`config.mk`:
```
export PLATFORM = sky130hd
export DESIGN_NAME = dual_stack_engine
export DESIGN_NICKNAME = d
export VERILOG_FILES = /design/src/rtl/stack_pkg.sv /design/src/rtl/stack_control.sv /design/src/rtl/stack_datapath.sv /design/src/rtl/dual_stack_engine.sv
export SDC_FILE = /design/constraint.sdc
export NUM_CORES = 1
export LEC_CHECK = 0
export BUFFER_PORTS_ARGS = -buffer_cell sky130_fd_sc_hd__buf_4
export CAP_MARGIN = 10
export CORE_MARGIN = 5
export CORE_UTILIZATION = 43
export CTS_BUF_LIST = sky130_fd_sc_hd__clkbuf_8
export DETAILED_ROUTE_END_ITERATION = 10
export PLACE_DENSITY_LB_ADDON = 0.12
export RECOVER_POWER = 25
export SLEW_MARGIN = 15
export SYNTH_ARGS = -nofsm -noshare
export SYNTH_HDL_FRONTEND = slang
export SYNTH_SLANG_ARGS = --single-unit
```
`constraint.sdc`:
```
create_clock -name clk -period 4 [get_ports clk]
set_input_delay 0.8 -clock clk [delete_from_list [all_inputs] [get_ports clk]]
set_output_delay 0.8 -clock clk [all_outputs]
set_load 0.02 [all_outputs]
```
`src/rtl/stack_pkg.sv`:
```
package stack_pkg;

  localparam int INSTR_W = 13;
  localparam logic [7:0] OP_PREFIX = 8'hFF;

  typedef enum logic [2:0] {
    SEL_A = 3'd0,
    SEL_B = 3'd1,
    SEL_F = 3'd2,
    SEL_X = 3'd3,
    SEL_Y = 3'd4
  } regSel_e;

  typedef struct packed {
    logic    nibOp;     // single-nibble transfer this cycle
    logic    wordOp;    // one beat of a word transfer this cycle
    logic    isPop;     // direction: 1 = memory to register
    logic    lastBeat;  // final beat of a word transfer
    regSel_e sel;       // register involved
  } stackCtl_t;

endpackage

```
`src/rtl/stack_control.sv`:
```
module stack_control
  import stack_pkg::*;
#(
  parameter int BEATS = 4,
  localparam int BEAT_W = (BEATS > 1) ? $clog2(BEATS) : 1
) (
  input  logic               clk,
  input  logic               rst,
  input  logic               instrValid,
  input  logic [INSTR_W-1:0] instrWord,
  output stackCtl_t          ctl,
  output logic [BEAT_W-1:0]  beat,
  output logic               busy
);

  localparam logic [BEAT_W-1:0] LAST_BEAT = BEAT_W'(BEATS - 1);

  logic        prefixOk;
  logic        legal;
  regSel_e     decSel;
  logic        decWord;
  logic        accept;

  logic              busyQ;
  logic [BEAT_W-1:0] beatQ;
  logic              popQ;
  regSel_e           selQ;

  assign prefixOk = (instrWord[12:5] == OP_PREFIX) && !instrWord[4];

  always_comb begin
    legal  = 1'b1;
    decSel = SEL_A;
    unique case (instrWord[2:0])
      3'b111:         decSel = SEL_A;
      3'b110:         decSel = SEL_B;
      3'b101:         decSel = SEL_F;
      3'b001:         decSel = SEL_X;
      3'b010, 3'b011: decSel = SEL_Y;
      default: begin
        decSel = SEL_A;
        legal  = 1'b0;
      end
    endcase
  end

  assign decWord = (decSel == SEL_X) || (decSel == SEL_Y);
  assign accept  = instrValid && !busyQ && prefixOk && legal;

  always_ff @(posedge clk) begin
    if (rst) begin
      busyQ <= 1'b0;
      beatQ <= '0;
      popQ  <= 1'b0;
      selQ  <= SEL_X;
    end else if (accept && decWord) begin
      busyQ <= 1'b1;
      beatQ <= BEAT_W'(1);
      popQ  <= instrWord[3];
      selQ  <= decSel;
    end else if (busyQ) begin
      if (beatQ == LAST_BEAT) begin
        busyQ <= 1'b0;
        beatQ <= '0;
      end else begin
        beatQ <= beatQ + BEAT_W'(1);
      end
    end
  end

  always_comb begin
    beat         = busyQ ? beatQ : '0;
    ctl.nibOp    = accept && !decWord;
    ctl.wordOp   = busyQ || (accept && decWord);
    ctl.isPop    = busyQ ? popQ : instrWord[3];
    ctl.sel      = busyQ ? selQ : decSel;
    ctl.lastBeat = ctl.wordOp && (beat == LAST_BEAT);
  end

  assign busy = busyQ;

endmodule

```
`src/rtl/stack_datapath.sv`:
```
module stack_datapath
  import stack_pkg::*;
#(
  parameter int NIB_W  = 4,
  parameter int WORD_W = 16,
  parameter int SP_W   = 8,
  localparam int BEATS  = WORD_W / NIB_W,
  localparam int BEAT_W = (BEATS > 1) ? $clog2(BEATS) : 1,
  localparam int ADDR_W = SP_W + BEAT_W
) (
  input  logic              clk,
  input  logic              rst,
  input  stackCtl_t         ctl,
  input  logic [BEAT_W-1:0] beat,
  output logic [ADDR_W-1:0] memAddr,
  output logic              memWrEn,
  output logic [NIB_W-1:0]  memWrData,
  output logic              memRdEn,
  input  logic [NIB_W-1:0]  memRdData,
  output logic [NIB_W-1:0]  regA,
  output logic [NIB_W-1:0]  regB,
  output logic [NIB_W-1:0]  regF,
  output logic [WORD_W-1:0] regX,
  output logic [WORD_W-1:0] regY,
  output logic [SP_W-1:0]   nibPtr,
  output logic [SP_W-1:0]   wordPtr
);

  localparam logic [SP_W-1:0] PTR_ONE = SP_W'(1);

  logic [NIB_W-1:0]  nibOut;
  logic [WORD_W-1:0] wordOut;
  logic [SP_W-1:0]   nibTop;
  logic [SP_W-1:0]   wordTop;
  logic              anyOp;

  assign anyOp   = ctl.nibOp || ctl.wordOp;
  assign nibTop  = ctl.isPop ? nibPtr : (nibPtr - PTR_ONE);
  assign wordTop = ctl.isPop ? wordPtr : (wordPtr - PTR_ONE);

  always_comb begin
    unique case (ctl.sel)
      SEL_B:   nibOut = regB;
      SEL_F:   nibOut = regF;
      default: nibOut = regA;
    endcase
    wordOut = (ctl.sel == SEL_Y) ? regY : regX;
  end

  always_comb begin
    if (ctl.wordOp) begin
      memAddr   = {wordTop, beat};
      memWrData = wordOut[beat*NIB_W +: NIB_W];
    end else begin
      memAddr   = ADDR_W'(nibTop);
      memWrData = nibOut;
    end
    memWrEn = anyOp && !ctl.isPop;
    memRdEn = anyOp && ctl.isPop;
  end

  // pointer registers
  always_ff @(posedge clk) begin
    if (rst) begin
      nibPtr  <= '0;
      wordPtr <= '0;
    end else begin
      if (ctl.nibOp) begin
        nibPtr <= ctl.isPop ? (nibPtr + PTR_ONE) : (nibPtr - PTR_ONE);
      end
      if (ctl.lastBeat) begin
        wordPtr <= ctl.isPop ? (wordPtr + PTR_ONE) : (wordPtr - PTR_ONE);
      end
    end
  end

  // register file: nibble registers
  always_ff @(posedge clk) begin
    if (rst) begin
      regA <= '0;
      regB <= '0;
      regF <= '0;
    end else if (ctl.nibOp && ctl.isPop) begin
      unique case (ctl.sel)
        SEL_B:   regB <= memRdData;
        SEL_F:   regF <= memRdData;
        default: regA <= memRdData;
      endcase
    end
  end

  // register file: word registers, filled one nibble per beat
  always_ff @(posedge clk) begin
    if (rst) begin
      regX <= '0;
      regY <= '0;
    end else if (ctl.wordOp && ctl.isPop) begin
      if (ctl.sel == SEL_Y) begin
        regY[beat*NIB_W +: NIB_W] <= memRdData;
      end else begin
        regX[beat*NIB_W +: NIB_W] <= memRdData;
      end
    end
  end

endmodule

```
`src/rtl/dual_stack_engine.sv`:
```
module dual_stack_engine
  import stack_pkg::*;
#(
  parameter int NIB_W  = 4,
  parameter int WORD_W = 16,
  parameter int SP_W   = 8,
  localparam int BEATS  = WORD_W / NIB_W,
  localparam int BEAT_W = (BEATS > 1) ? $clog2(BEATS) : 1,
  localparam int ADDR_W = SP_W + BEAT_W
) (
  input  logic               clk,
  input  logic               rst,
  input  logic               instrValid,
  input  logic [INSTR_W-1:0] instrWord,
  output logic               busy,
  output logic [ADDR_W-1:0]  memAddr,
  output logic               memWrEn,
  output logic [NIB_W-1:0]   memWrData,
  output logic               memRdEn,
  input  logic [NIB_W-1:0]   memRdData,
  output logic [NIB_W-1:0]   regA,
  output logic [NIB_W-1:0]   regB,
  output logic [NIB_W-1:0]   regF,
  output logic [WORD_W-1:0]  regX,
  output logic [WORD_W-1:0]  regY,
  output logic [SP_W-1:0]    nibPtr,
  output logic [SP_W-1:0]    wordPtr
);

  stackCtl_t         ctl;
  logic [BEAT_W-1:0] beat;

  stack_control #(.BEATS(BEATS)) u_ctl (
    .clk       (clk),
    .rst       (rst),
    .instrValid(instrValid),
    .instrWord (instrWord),
    .ctl       (ctl),
    .beat      (beat),
    .busy      (busy)
  );

  stack_datapath #(.NIB_W(NIB_W), .WORD_W(WORD_W), .SP_W(SP_W)) u_dp (
    .clk      (clk),
    .rst      (rst),
    .ctl      (ctl),
    .beat     (beat),
    .memAddr  (memAddr),
    .memWrEn  (memWrEn),
    .memWrData(memWrData),
    .memRdEn  (memRdEn),
    .memRdData(memRdData),
    .regA     (regA),
    .regB     (regB),
    .regF     (regF),
    .regX     (regX),
    .regY     (regY),
    .nibPtr   (nibPtr),
    .wordPtr  (wordPtr)
  );

endmodule

```
==> reports/qor.csv, run 1 <==
stage;metric;value;unit
power;vdd_drop_max;0.152;mV
clocking;hold_buffers;0;
global_routing;grt_pass1_vias;3701;
power;p_per_area;273;nW/um^2
synthesis;synthCells;470;
clocking;post_cts_buffers;0;
place;dp.cells;669;
critical_path;worstPathMaxFanout;14;
critical_path;worstPathCellList;buf_4, and2_1, inv_1, o32a_1, a31oi_1, buf_4;
global_routing;overflow;0;
timing;relSlewSlack;0.533;
cells_and_area;layout.nets;581;
cells_and_area;drive_above_1_share;0.171;
synthesis;synth-simple-area-share;0.276;
place;place.gp.congestion;0.837;
route;antenna_left;0;
critical_path;crit_buf_inv;3;
synthesis;synth.avg_cell_area;8.65;um^2
floorplanning;die_h;107;um
global_routing;grt_max_degree;75;
critical_path;cp.required;3.20;ns
synthesis;synthTopCellsByArea;dfxtp_1 (33%), mux2i_1 (12%), nand2b_1 (6.6%);
place;dpl.hpwl;8600;um
critical_path;startpoint_type;flop;
timing;finalSetupViolations;0;
clocking;cts_buffer_depth;2;
clocking;cts_made_buffers;9;
timing;rsz0062_at_grt;no;
timing;post-route-period-util;0.886;
synthesis;ys_types;57;
clocking;cts_resized;0;
synthesis;synth_edf_count;0;
route;drtIter0Drc;180;
worst_hold_path;holdPathEnd;u_dp.regY[13];
synthesis;synthAdderAreaFrac;0.0308;
clocking;clkSinkCount;67;
outcome;outcome;completed;
floorplanning;die_area;11500;um^2
synthesis;ys_seq_elements;67;
synthesis;synth.most_common_cell;dfxtp_1;
synthesis;netlist_area;4070;um^2
synthesis;ys_seq_area_frac;0.330;
floorplanning;num_rows;35;
synthesis;synthMuxAreaShare;0.132;
critical_path;arrival;2.75;ns
cells_and_area;final_cells;685;
timing;finClkSkew;0.00781;ns
power;power_leakage;2.01;nW
run;drv_cap;0;
route;via_per_inst;5.51;
worst_hold_path;holdPathStages;2;
critical_path;r2r_slack;1.01;ns
critical_path;end_kind;output pin;
clocking;path_clk_slew;0.08;ns
synthesis;synth_top_area_share;0.330;
power;power;1.34;mW
critical_path;path_common_cell;buf_4;
floorplanning;coreArea;9240;um^2
synthesis;synth_common_cells;dfxtp_1 (67), mux2i_1 (50), nand2b_1 (43);
route;wire_per_inst;16.9;um
synthesis;synth_top_family_by_area;simple AND/OR/NAND/NOR gates;
floorplanning;dieWidth;107;um
synthesis;yosysTopAreaCell;dfxtp_1;
cells_and_area;num_antenna_cells;0;
critical_path;slowest_stage;dfxtp_1;
timing;fmax;282;MHz
cells_and_area;synthToLayoutAreaGrowth;20.5;%
clocking;cts_tree;built;
timing;final_max_slew_viol_count;0;
worst_hold_path;hp-start;u_dp.regY[13];
timing;finalHoldViolations;0;
critical_path;max_stage_delay;0.71;ns
route;drtPass1Iterations;4;
critical_path;crit_type;reg2out;
timing;worst_slew_pin_slew;0.690;ns
route;num_vias;3772;
critical_path;crit_family;buffers and inverters;
synthesis;yosysWarnings;0;
critical_path;r2r_end;u_dp.regX[2];
route;routed_wirelength;11600;um
clocking;htree_num_levels;3;
global_routing;antenna_found_initial;0;
floorplanning;start_util;0.440;
timing;whs;0.496;ns
route;drc;0;
worst_hold_path;hold_path_class;reg2reg;
synthesis;synth_compound_area_frac;0.132;
global_routing;grt_use_total;0.206;
clocking;clk_latency;0.35;ns
timing;period_needed;3.55;ns
critical_path;reg2reg_from;u_ctl.busy;
synthesis;synth_fp_nets;500;
place;portBuffers;96;
global_routing;grt_pass1_wl;18900;um
critical_path;reg2reg_depth;7;
clocking;root_buffer;clkbuf_8;
floorplanning;io_pins;97;
synthesis;ys.flop_type;dfxtp_1;
synthesis;synthArstFlopShare;0;
timing;timing.setup.tns;0;ns
synthesis;synth_xor_area_frac;0.0560;
## cell families (layout without fill, tap and decap cells)
| kind of cell | count (synthesis) | after routing |
|---|---|---|
| and+or+nand+nor | 192 | 192 |
| AOI/OAI and AO/OA | 80 | 80 |
| muxes | 53 | 53 |
| adders and majority gates | 10 | 10 |
| xor gates and xnor gates | 26 | 26 |
| buffers and inverters | 42 | 128 |
| DFF | 67 | 67 |
## registers in the layout, indices dropped and copies added, names as in the netlist
signal,count
u_dp.regB,4
u_dp.regA,4
u_dp.nibPtr,8
u_ctl.selQ,3
u_dp.regY,16
u_dp.wordPtr,8
u_ctl.busy,1
u_ctl.beatQ,2
u_dp.regF,4
u_ctl.popQ,1
u_dp.regX,16
## cell type report
cell class                      count  area, um^2
Timing Repair Buffer              101         623
Clock buffer                        9         124
Tap cell                          129         161
Multi-Input combinational cell    361        2550
Sequential cell                    67        1340
Inverter                           11        41.3
Fill cell                         932        4340
Clock inverter                      7        61.3
## per-layer routing
layer,GRT usage,up-vias,part of all wire
met3,0.0462,25,0.044
li1,-,1846,-
met4,0.0694,0,0.020
met2,0.349,95,0.49
met1,0.256,1806,0.44
met5,0,-,0
## per-stage QoR
step           setup slack [ns]  instance area, um^2   util
2_1_floorplan             0.646                 4070      -
3_3_place_gp              0.714                 4850  0.525
3_5_place_dp              0.682                 4850  0.525
4_1_cts                   0.469                 5040  0.545
5_1_grt                   0.253                 4900  0.530
6_report                  0.455                 4900  0.530
## how the worst max path moves through the flow
stage                     slack [ns]  cells after the start         start           end
after floorplan                 0.65                      8  instrWord[1]    memAddr[1]
after global placement          0.71                      7  instrWord[2]  memWrData[3]
after detailed placement        0.68                      7  instrWord[2]  memWrData[1]
after CTS                       0.47                      6    u_ctl.busy    memAddr[8]
after global routing            0.25                      6    u_ctl.busy    memAddr[8]
final                           0.45                      6    u_ctl.busy  memWrData[2]
## cells in the final DEF (no fill, tap or decap), drive strengths merged, types with 10 or more instances in the layout
cell type,instances
mux2i,50
xor2,13
o21ai,28
nand3b,11
xnor2,13
nand2b,43
inv,13
a21oi,12
nor2,35
dfxtp,67
buf,65
ha,10
nand4,14
nand2,34
clkbuf,45
## power breakdown
group	internal (mW)	leakage [nW]	switching, mW
clock network	0.281	0.105	0.280
registers	0.666	0.539	0.000145
logic	0.0445	1.37	0.0628
total	0.992	2.01	0.343
## worst register-to-register path, cell delays in order, from the launching register on
cell and delay (ns):
dfxtp_1 0.71, buf_4 0.30, and2_1 0.29, inv_1 0.25, ha_1 0.38, nor4b_1 0.65
nand2_1 0.17, mux2i_1 0.16
No activity file was read; power rests on OpenSTA's default activity.
==> inputs of run 2 (changes only) <==
--- a/config.mk
+++ b/config.mk
@@ -7,9 +7,10 @@
 export LEC_CHECK = 0
 export BUFFER_PORTS_ARGS = -buffer_cell sky130_fd_sc_hd__buf_4
 export CAP_MARGIN = 10
+export CELL_PAD_IN_SITES_DETAIL_PLACEMENT = 1
+export CELL_PAD_IN_SITES_GLOBAL_PLACEMENT = 1
 export CORE_MARGIN = 5
 export CORE_UTILIZATION = 43
-export CTS_BUF_LIST = sky130_fd_sc_hd__clkbuf_8
 export DETAILED_ROUTE_END_ITERATION = 10
 export PLACE_DENSITY_LB_ADDON = 0.12
 export RECOVER_POWER = 25
==> reports/qor.csv, run 2 (synthesis results as in run 1) <==
stage;metric;value;unit;change
floorplanning;die_area;11500;um^2;unchanged
critical_path;cp.required;3.20;ns;about the same
timing;final_max_slew_viol_count;0;;unchanged
critical_path;worstPathMaxFanout;28;;+14
clocking;post_cts_buffers;0;;unchanged
timing;rsz0062_at_grt;no;;
clocking;clk_latency;0.35;ns;about the same
clocking;hold_buffers;0;;unchanged
timing;worst_slew_pin_slew;0.793;ns;+0.103 ns
floorplanning;num_rows;35;;unchanged
critical_path;crit_family;simple AND/OR/NAND/NOR gates;;
cells_and_area;layout.nets;581;;unchanged
clocking;cts_resized;0;;unchanged
global_routing;overflow;0;;unchanged
clocking;cts_buffer_depth;2;;unchanged
critical_path;startpoint_type;flop;;
floorplanning;coreArea;9240;um^2;unchanged
critical_path;end_kind;output pin;;
cells_and_area;drive_above_1_share;0.174;;+0.00360
cells_and_area;regArea;1340;um^2;unchanged
outcome;outcome;completed;;
route;antenna_left;0;;unchanged
clocking;htree_num_levels;3;;unchanged
floorplanning;die_h;107;um;unchanged
power;vdd_drop_max;0.146;mV;-4.2%
cells_and_area;final_cells;685;;unchanged
timing;finalSetupViolations;0;;unchanged
cells_and_area;final_area;4940;um^2;+0.84%
floorplanning;start_util;0.440;;unchanged
timing;fmax;274;MHz;-3.0%
place;portBuffers;96;;unchanged
critical_path;slowest_stage;dfxtp_1;;
clocking;cts_tree;built;;
cells_and_area;multiInputGateArea;2550;um^2;unchanged
worst_hold_path;hold_path_class;reg2reg;;
critical_path;max_stage_delay;0.74;ns;+0.03 ns
run;drv_cap;0;;unchanged
cells_and_area;nFillCells;1137;;+22%
cells_and_area;num_antenna_cells;0;;unchanged
timing;period_needed;3.65;ns;+0.108 ns
place;dpl.hpwl;9730;um;+13%
timing;whs;0.501;ns;+0.00522 ns
global_routing;grt_max_degree;75;;unchanged
floorplanning;dieWidth;107;um;unchanged
clocking;root_buffer;clkbuf_8;;
route;routed_wirelength;13100;um;+13%
place;dpl-instance-area;4850;um^2;unchanged
power;p_per_area;288;nW/um^2;+5.9%
cells_and_area;final_common_cell;dfxtp_1;;
critical_path;worstPathCellList;mux2_4, nor4b_1, nand2_1, xor2_1, nor2_1, buf_4;;
clocking;path_clk_slew;0.08;ns;about the same
floorplanning;io_pins;97;;unchanged
place;place.gp.congestion;0.829;;-0.93%
power;power_leakage;2.02;nW;+0.16%
global_routing;antenna_found_initial;0;;unchanged
global_routing;grt_use_total;0.232;;+0.0262
route;wire_per_inst;19.2;um;+13%
timing;finalHoldViolations;0;;unchanged
route;drtPass1Iterations;4;;unchanged
critical_path;crit_type;reg2out;;
critical_path;arrival;2.85;ns;+0.10 ns
place;dp.cells;669;;unchanged
cells_and_area;synthToLayoutAreaGrowth;21.5;%;
clocking;cts_made_buffers;9;;unchanged
route;num_vias;3827;;+1.5%
clocking;clkSinkCount;67;;unchanged
cells_and_area;reg_top3;u_dp.regX x16, u_dp.regY x16;;
route;via_per_inst;5.59;;+1.5%
cells_and_area;layout_common_cells;dfxtp_1 (67), buf_4 (65), mux2i_1 (50), nand2b_1 (43), clkbuf_1 (36);;
timing;relSlewSlack;0.464;;-0.0697
route;drtIter0Drc;134;;-26%
route;drc;0;;unchanged
global_routing;grt_pass1_vias;4079;;+10%
global_routing;grt_pass1_wl;21100;um;+12%
critical_path;crit_buf_inv;1;;-2
timing;post-route-period-util;0.913;;+0.0270
timing;finClkSkew;0.0105;ns;+0.00265 ns
timing;timing.setup.tns;0;ns;unchanged
run 2: metal layers:
metal  vias to the layer above  track usage  share of wire
li1                       1845            -              -
met1                      1875        0.275           0.43
met2                        86        0.420           0.51
met3                        21       0.0486          0.044
met4                         0       0.0648          0.016
met5                         -            0              0
run 2: worst register-to-register path, stage by stage (launching register included):
cell	delay, ns
dfxtp_1	0.74
buf_4	0.30
and2_1	0.28
inv_1	0.25
ha_1	0.38
nor4b_1	0.72
nand2_1	0.19
mux2i_1	0.17
run 2: final cells by class:
type	instances	share of cell area
multi-input combinational	361	0.516
clock inverter	6	0.0180
clock buffer	10	0.0278
inverter	11	0.00835
timing repair buffer	101	0.126
sequential	67	0.271
tap	129	0.0327
run 2: where the power goes:
group | switching [mW] | internal [mW] | total (mW)
sequential | 0.000153 | 0.666 | 0.666
combinational | 0.0641 | 0.0445 | 0.109
clock | 0.283 | 0.368 | 0.651
total | 0.347 | 1.08 | 1.43
run 2: metrics by stage:
stage / power (mW) / worst slack (ns) / utilization
after floorplan: 0.750 / 0.646 / -
after global placement: 0.789 / 0.681 / 0.525
after detailed placement: 0.790 / 0.617 / 0.525
after CTS: 1.44 / 0.343 / 0.549
after global routing: 1.49 / 0.159 / 0.535
final: 1.43 / 0.347 / 0.535
run 2: worst paths after layout:
kind / to / startpoint / slack [ns] / cells past startpoint
max: memAddr[8] / u_ctl.busy / 0.35 / 6
min reg2reg: u_dp.regX[15] / u_dp.regX[15] / 0.50 / 2
min: u_dp.regX[15] / u_dp.regX[15] / 0.50 / 2
max reg2reg: u_dp.regX[2] / u_ctl.busy / 0.89 / 7
==> inputs of run 3 (changes only) <==
--- a/config.mk
+++ b/config.mk
@@ -5,15 +5,16 @@
 export SDC_FILE = /design/constraint.sdc
 export NUM_CORES = 1
 export LEC_CHECK = 0
+export ABC_AREA = 1
 export BUFFER_PORTS_ARGS = -buffer_cell sky130_fd_sc_hd__buf_4
 export CAP_MARGIN = 10
 export CELL_PAD_IN_SITES_DETAIL_PLACEMENT = 1
 export CELL_PAD_IN_SITES_GLOBAL_PLACEMENT = 1
 export CORE_MARGIN = 5
-export CORE_UTILIZATION = 43
+export CORE_UTILIZATION = 41
 export DETAILED_ROUTE_END_ITERATION = 10
 export PLACE_DENSITY_LB_ADDON = 0.12
-export RECOVER_POWER = 25
+export SKIP_CTS_REPAIR_TIMING = 1
 export SLEW_MARGIN = 15
 export SYNTH_ARGS = -nofsm -noshare
 export SYNTH_HDL_FRONTEND = slang
==> reports/qor.csv, run 3 <==
stage;metric;value;unit;change
outcome;outcome;completed;;
critical_path;r2r_slack;1.64;ns;+0.75 ns
global_routing;overflow;0;;unchanged
critical_path;crit_buf_inv;3;;+2
place;dpl-instance-area;5200;um^2;+7.2%
critical_path;max_stage_delay;0.51;ns;-0.23 ns
synthesis;synth.most_common_cell;nand2_1;;
cells_and_area;nFillCells;1486;;+31%
synthesis;netlist_area;4420;um^2;+8.6%
critical_path;crit_type;in2out;;
timing;finalSetupViolations;0;;unchanged
worst_hold_path;hp-start;u_ctl.selQ[1];;
place;place.gp.congestion;0.866;;+4.4%
cells_and_area;reg_top3;u_dp.regX x16, u_dp.regY x16;;
power;combPwrFrac;0.093;;+0.017
route;num_vias;4758;;+24%
floorplanning;io_pins;97;;unchanged
synthesis;synthCells;687;;+46%
critical_path;reg2reg_from;u_ctl.busy;;
route;wire_per_inst;16.1;um;-16%
synthesis;synth_common_cells;nand2_1 (161), nor2_1 (119), inv_1 (82);;
worst_hold_path;hold_path_class;reg2reg;;
power;p_per_area;258;nW/um^2;-10%
route;drtIter0Drc;217;;+62%
cells_and_area;synthToLayoutAreaGrowth;22.1;%;
place;dpl.hpwl;11200;um;+15%
power;swShare;0.263;;+0.0195
global_routing;antenna_found_initial;0;;unchanged
cells_and_area;drive_above_1_share;0.194;;+0.0191
synthesis;synth_edf_count;0;;unchanged
timing;period_needed;3.51;ns;-0.148 ns
floorplanning;die_area;13000;um^2;+13%
clocking;cts_tree;built;;
power;power.share.clock;0.429;;-0.027
critical_path;startpoint_type;input pin;;
synthesis;yosysWarnings;0;;unchanged
timing;timing.setup.tns;0;ns;unchanged
synthesis;ys_seq_elements;67;;unchanged
clocking;clk_latency;0.36;ns;about the same
power;p_sw;0.366;mW;+5.6%
critical_path;r2r_end;u_dp.wordPtr[7];;
floorplanning;coreArea;10700;um^2;+16%
timing;finClkSkew;0.00503;ns;-0.00544 ns
timing;finalHoldViolations;0;;unchanged
cells_and_area;final_cells;920;;+34%
clocking;htree_num_levels;3;;unchanged
synthesis;ys_seq_area_frac;0.304;;-0.0261
cells_and_area;final_common_cell;nand2_1;;
clocking;root_buffer;clkbuf_8;;
critical_path;slowest_stage;nand2_2;;
critical_path;end_kind;output pin;;
power;power.share.sequential;0.478;;+0.011
worst_hold_path;holdPathStages;2;;unchanged
route;drc;0;;unchanged
power;intPower;1.03;mW;-4.8%
timing;final_max_slew_viol_count;0;;unchanged
floorplanning;dieWidth;114;um;+6.1%
critical_path;arrival;2.71;ns;-0.14 ns
timing;fmax;285;MHz;+4.2%
clocking;cts_made_buffers;9;;unchanged
critical_path;cp.required;3.20;ns;about the same
cells_and_area;layout_common_cells;nand2_1 (161), nor2_1 (119), buf_4 (101), inv_1 (82), dfxtp_1 (67);;
floorplanning;die_h;114;um;+6.1%
critical_path;reg2reg_depth;12;;+5
floorplanning;start_util;0.413;;-0.0272
cells_and_area;regArea;1340;um^2;unchanged
route;drtPass1Iterations;4;;unchanged
power;power_leakage;2.81;nW;+39%
clocking;clkSinkCount;67;;unchanged
clocking;path_clk_slew;0.07;ns;about the same
timing;relSlewSlack;0.487;;+0.0230
critical_path;cp.depth;12;;+6
cells_and_area;final_area;5390;um^2;+9.1%
cells_and_area;layout.nets;806;;+39%
global_routing;grt_use_total;0.233;;+0.00117
timing;rsz0062_at_grt;no;;
synthesis;yosysTopAreaCell;dfxtp_1;;
floorplanning;num_rows;38;;+8.6%
synthesis;synthArstFlopShare;0;;unchanged
critical_path;worstPathCellList;buf_4, inv_2, nand3_1, nand3_1, nand2_2, nand2_2, nand2_1, nand3_1, nand3_1, nand3_1, nand2_1, buf_4;;
timing;worst_slew_pin_slew;0.765;ns;-0.0281 ns
cells_and_area;multiInputGateArea;2580;um^2;+1.1%
route;antenna_left;0;;unchanged
run;drv_cap;0;;unchanged
synthesis;synth_fp_nets;717;;+43%
critical_path;path_common_cell;nand3_1;;
critical_path;worstPathMaxFanout;21;;-25%
cells_and_area;final_core_util;0.504;;-0.0308
synthesis;synth.avg_cell_area;6.43;um^2;-26%
synthesis;ys.flop_type;dfxtp_1;;
synthesis;synthTopCellsByArea;dfxtp_1 (30%), nand2_1 (14%), nor2_1 (10%);;
power;vdd_drop_max;0.165;mV;+13%
cells_and_area;num_antenna_cells;0;;unchanged
clocking;cts_buffer_depth;2;;unchanged
route;via_per_inst;5.17;;-7.4%
global_routing;grt_pass1_wl;24400;um;+16%
timing;whs;0.479;ns;-0.0224 ns
route;routed_wirelength;14800;um;+13%
place;portBuffers;96;;unchanged
global_routing;grt_max_degree;35;;-53%
place;dp.cells;905;;+35%
synthesis;ys_types;37;;-35%
worst_hold_path;holdPathEnd;u_ctl.selQ[1];;
timing;post-route-period-util;0.876;;-0.0369
synthesis;synth_top_area_share;0.304;;-0.0261
critical_path;crit_family;simple AND/OR/NAND/NOR gates;;
global_routing;grt_pass1_vias;5013;;+23%
==> run 3: power groups by stage <==
stage          Sequential, mW  Clock [mW]  Combinational [mW]
6_report                0.667       0.598               0.129
4_1_cts                 0.667       0.602               0.129
3_3_place_gp            0.682           0               0.125
2_1_floorplan           0.682           0              0.0860
5_1_grt                 0.666       0.629               0.141
3_5_place_dp            0.682           0               0.129
==> run 3: metrics by stage <==
| step | setup WS (ns) | power (mW) |
|---|---|---|
| after global placement | 0.683 | 0.808 |
| final | 0.495 | 1.39 |
| after detailed placement | 0.571 | 0.811 |
| after CTS | 0.524 | 1.40 |
| after floorplan | 1.11 | 0.768 |
| after global routing | 0.356 | 1.44 |
==> run 3: layer usage <==
metal | vias to the layer above | wire [um] | track usage
li1 | 2378 | - | -
met1 | 2268 | 6950 | 0.308
met2 | 97 | 6940 | 0.389
met3 | 15 | 703 | 0.0329
met4 | 0 | 211 | 0.0831
met5 | - | 0 | 0
==> run 3: worst max path at each step <==
stage / start / to / slack [ns]
6_report: instrWord[2] / memWrData[1] / 0.49
5_1_grt: u_ctl.busy / memAddr[7] / 0.36
4_1_cts: instrWord[2] / memWrData[1] / 0.52
3_5_place_dp: instrWord[2] / memWrData[1] / 0.57
3_3_place_gp: instrWord[2] / memWrData[3] / 0.68
2_1_floorplan: instrWord[4] / memAddr[4] / 1.11
==> run 3: kinds of logic after synthesis <==
group / after synthesis / share of synthesized area
AOI/OAI and AO/OA: 94 / 0.116
xor gates and xnor gates: 11 / 0.0218
adders and majority gates: 10 / 0.0283
buffers and inverters: 112 / 0.113
DFF: 67 / 0.304
and+or+nand+nor: 393 / 0.417
==> run 3: worst min-delay path: cells and delay by family (launching register included) <==
kind	cells	cell delay [ns]
flops	1	0.32
simple gates	2	0.11
==> run 3: layout make-up <==
class	count	share of cell area
well taps	140	0.0325
clock inverters	2	0.00650
clock buffers	13	0.0295
inverters	89	0.0645
flip-flops and latches	67	0.249
multi-input cells	508	0.478
repair buffers	101	0.141
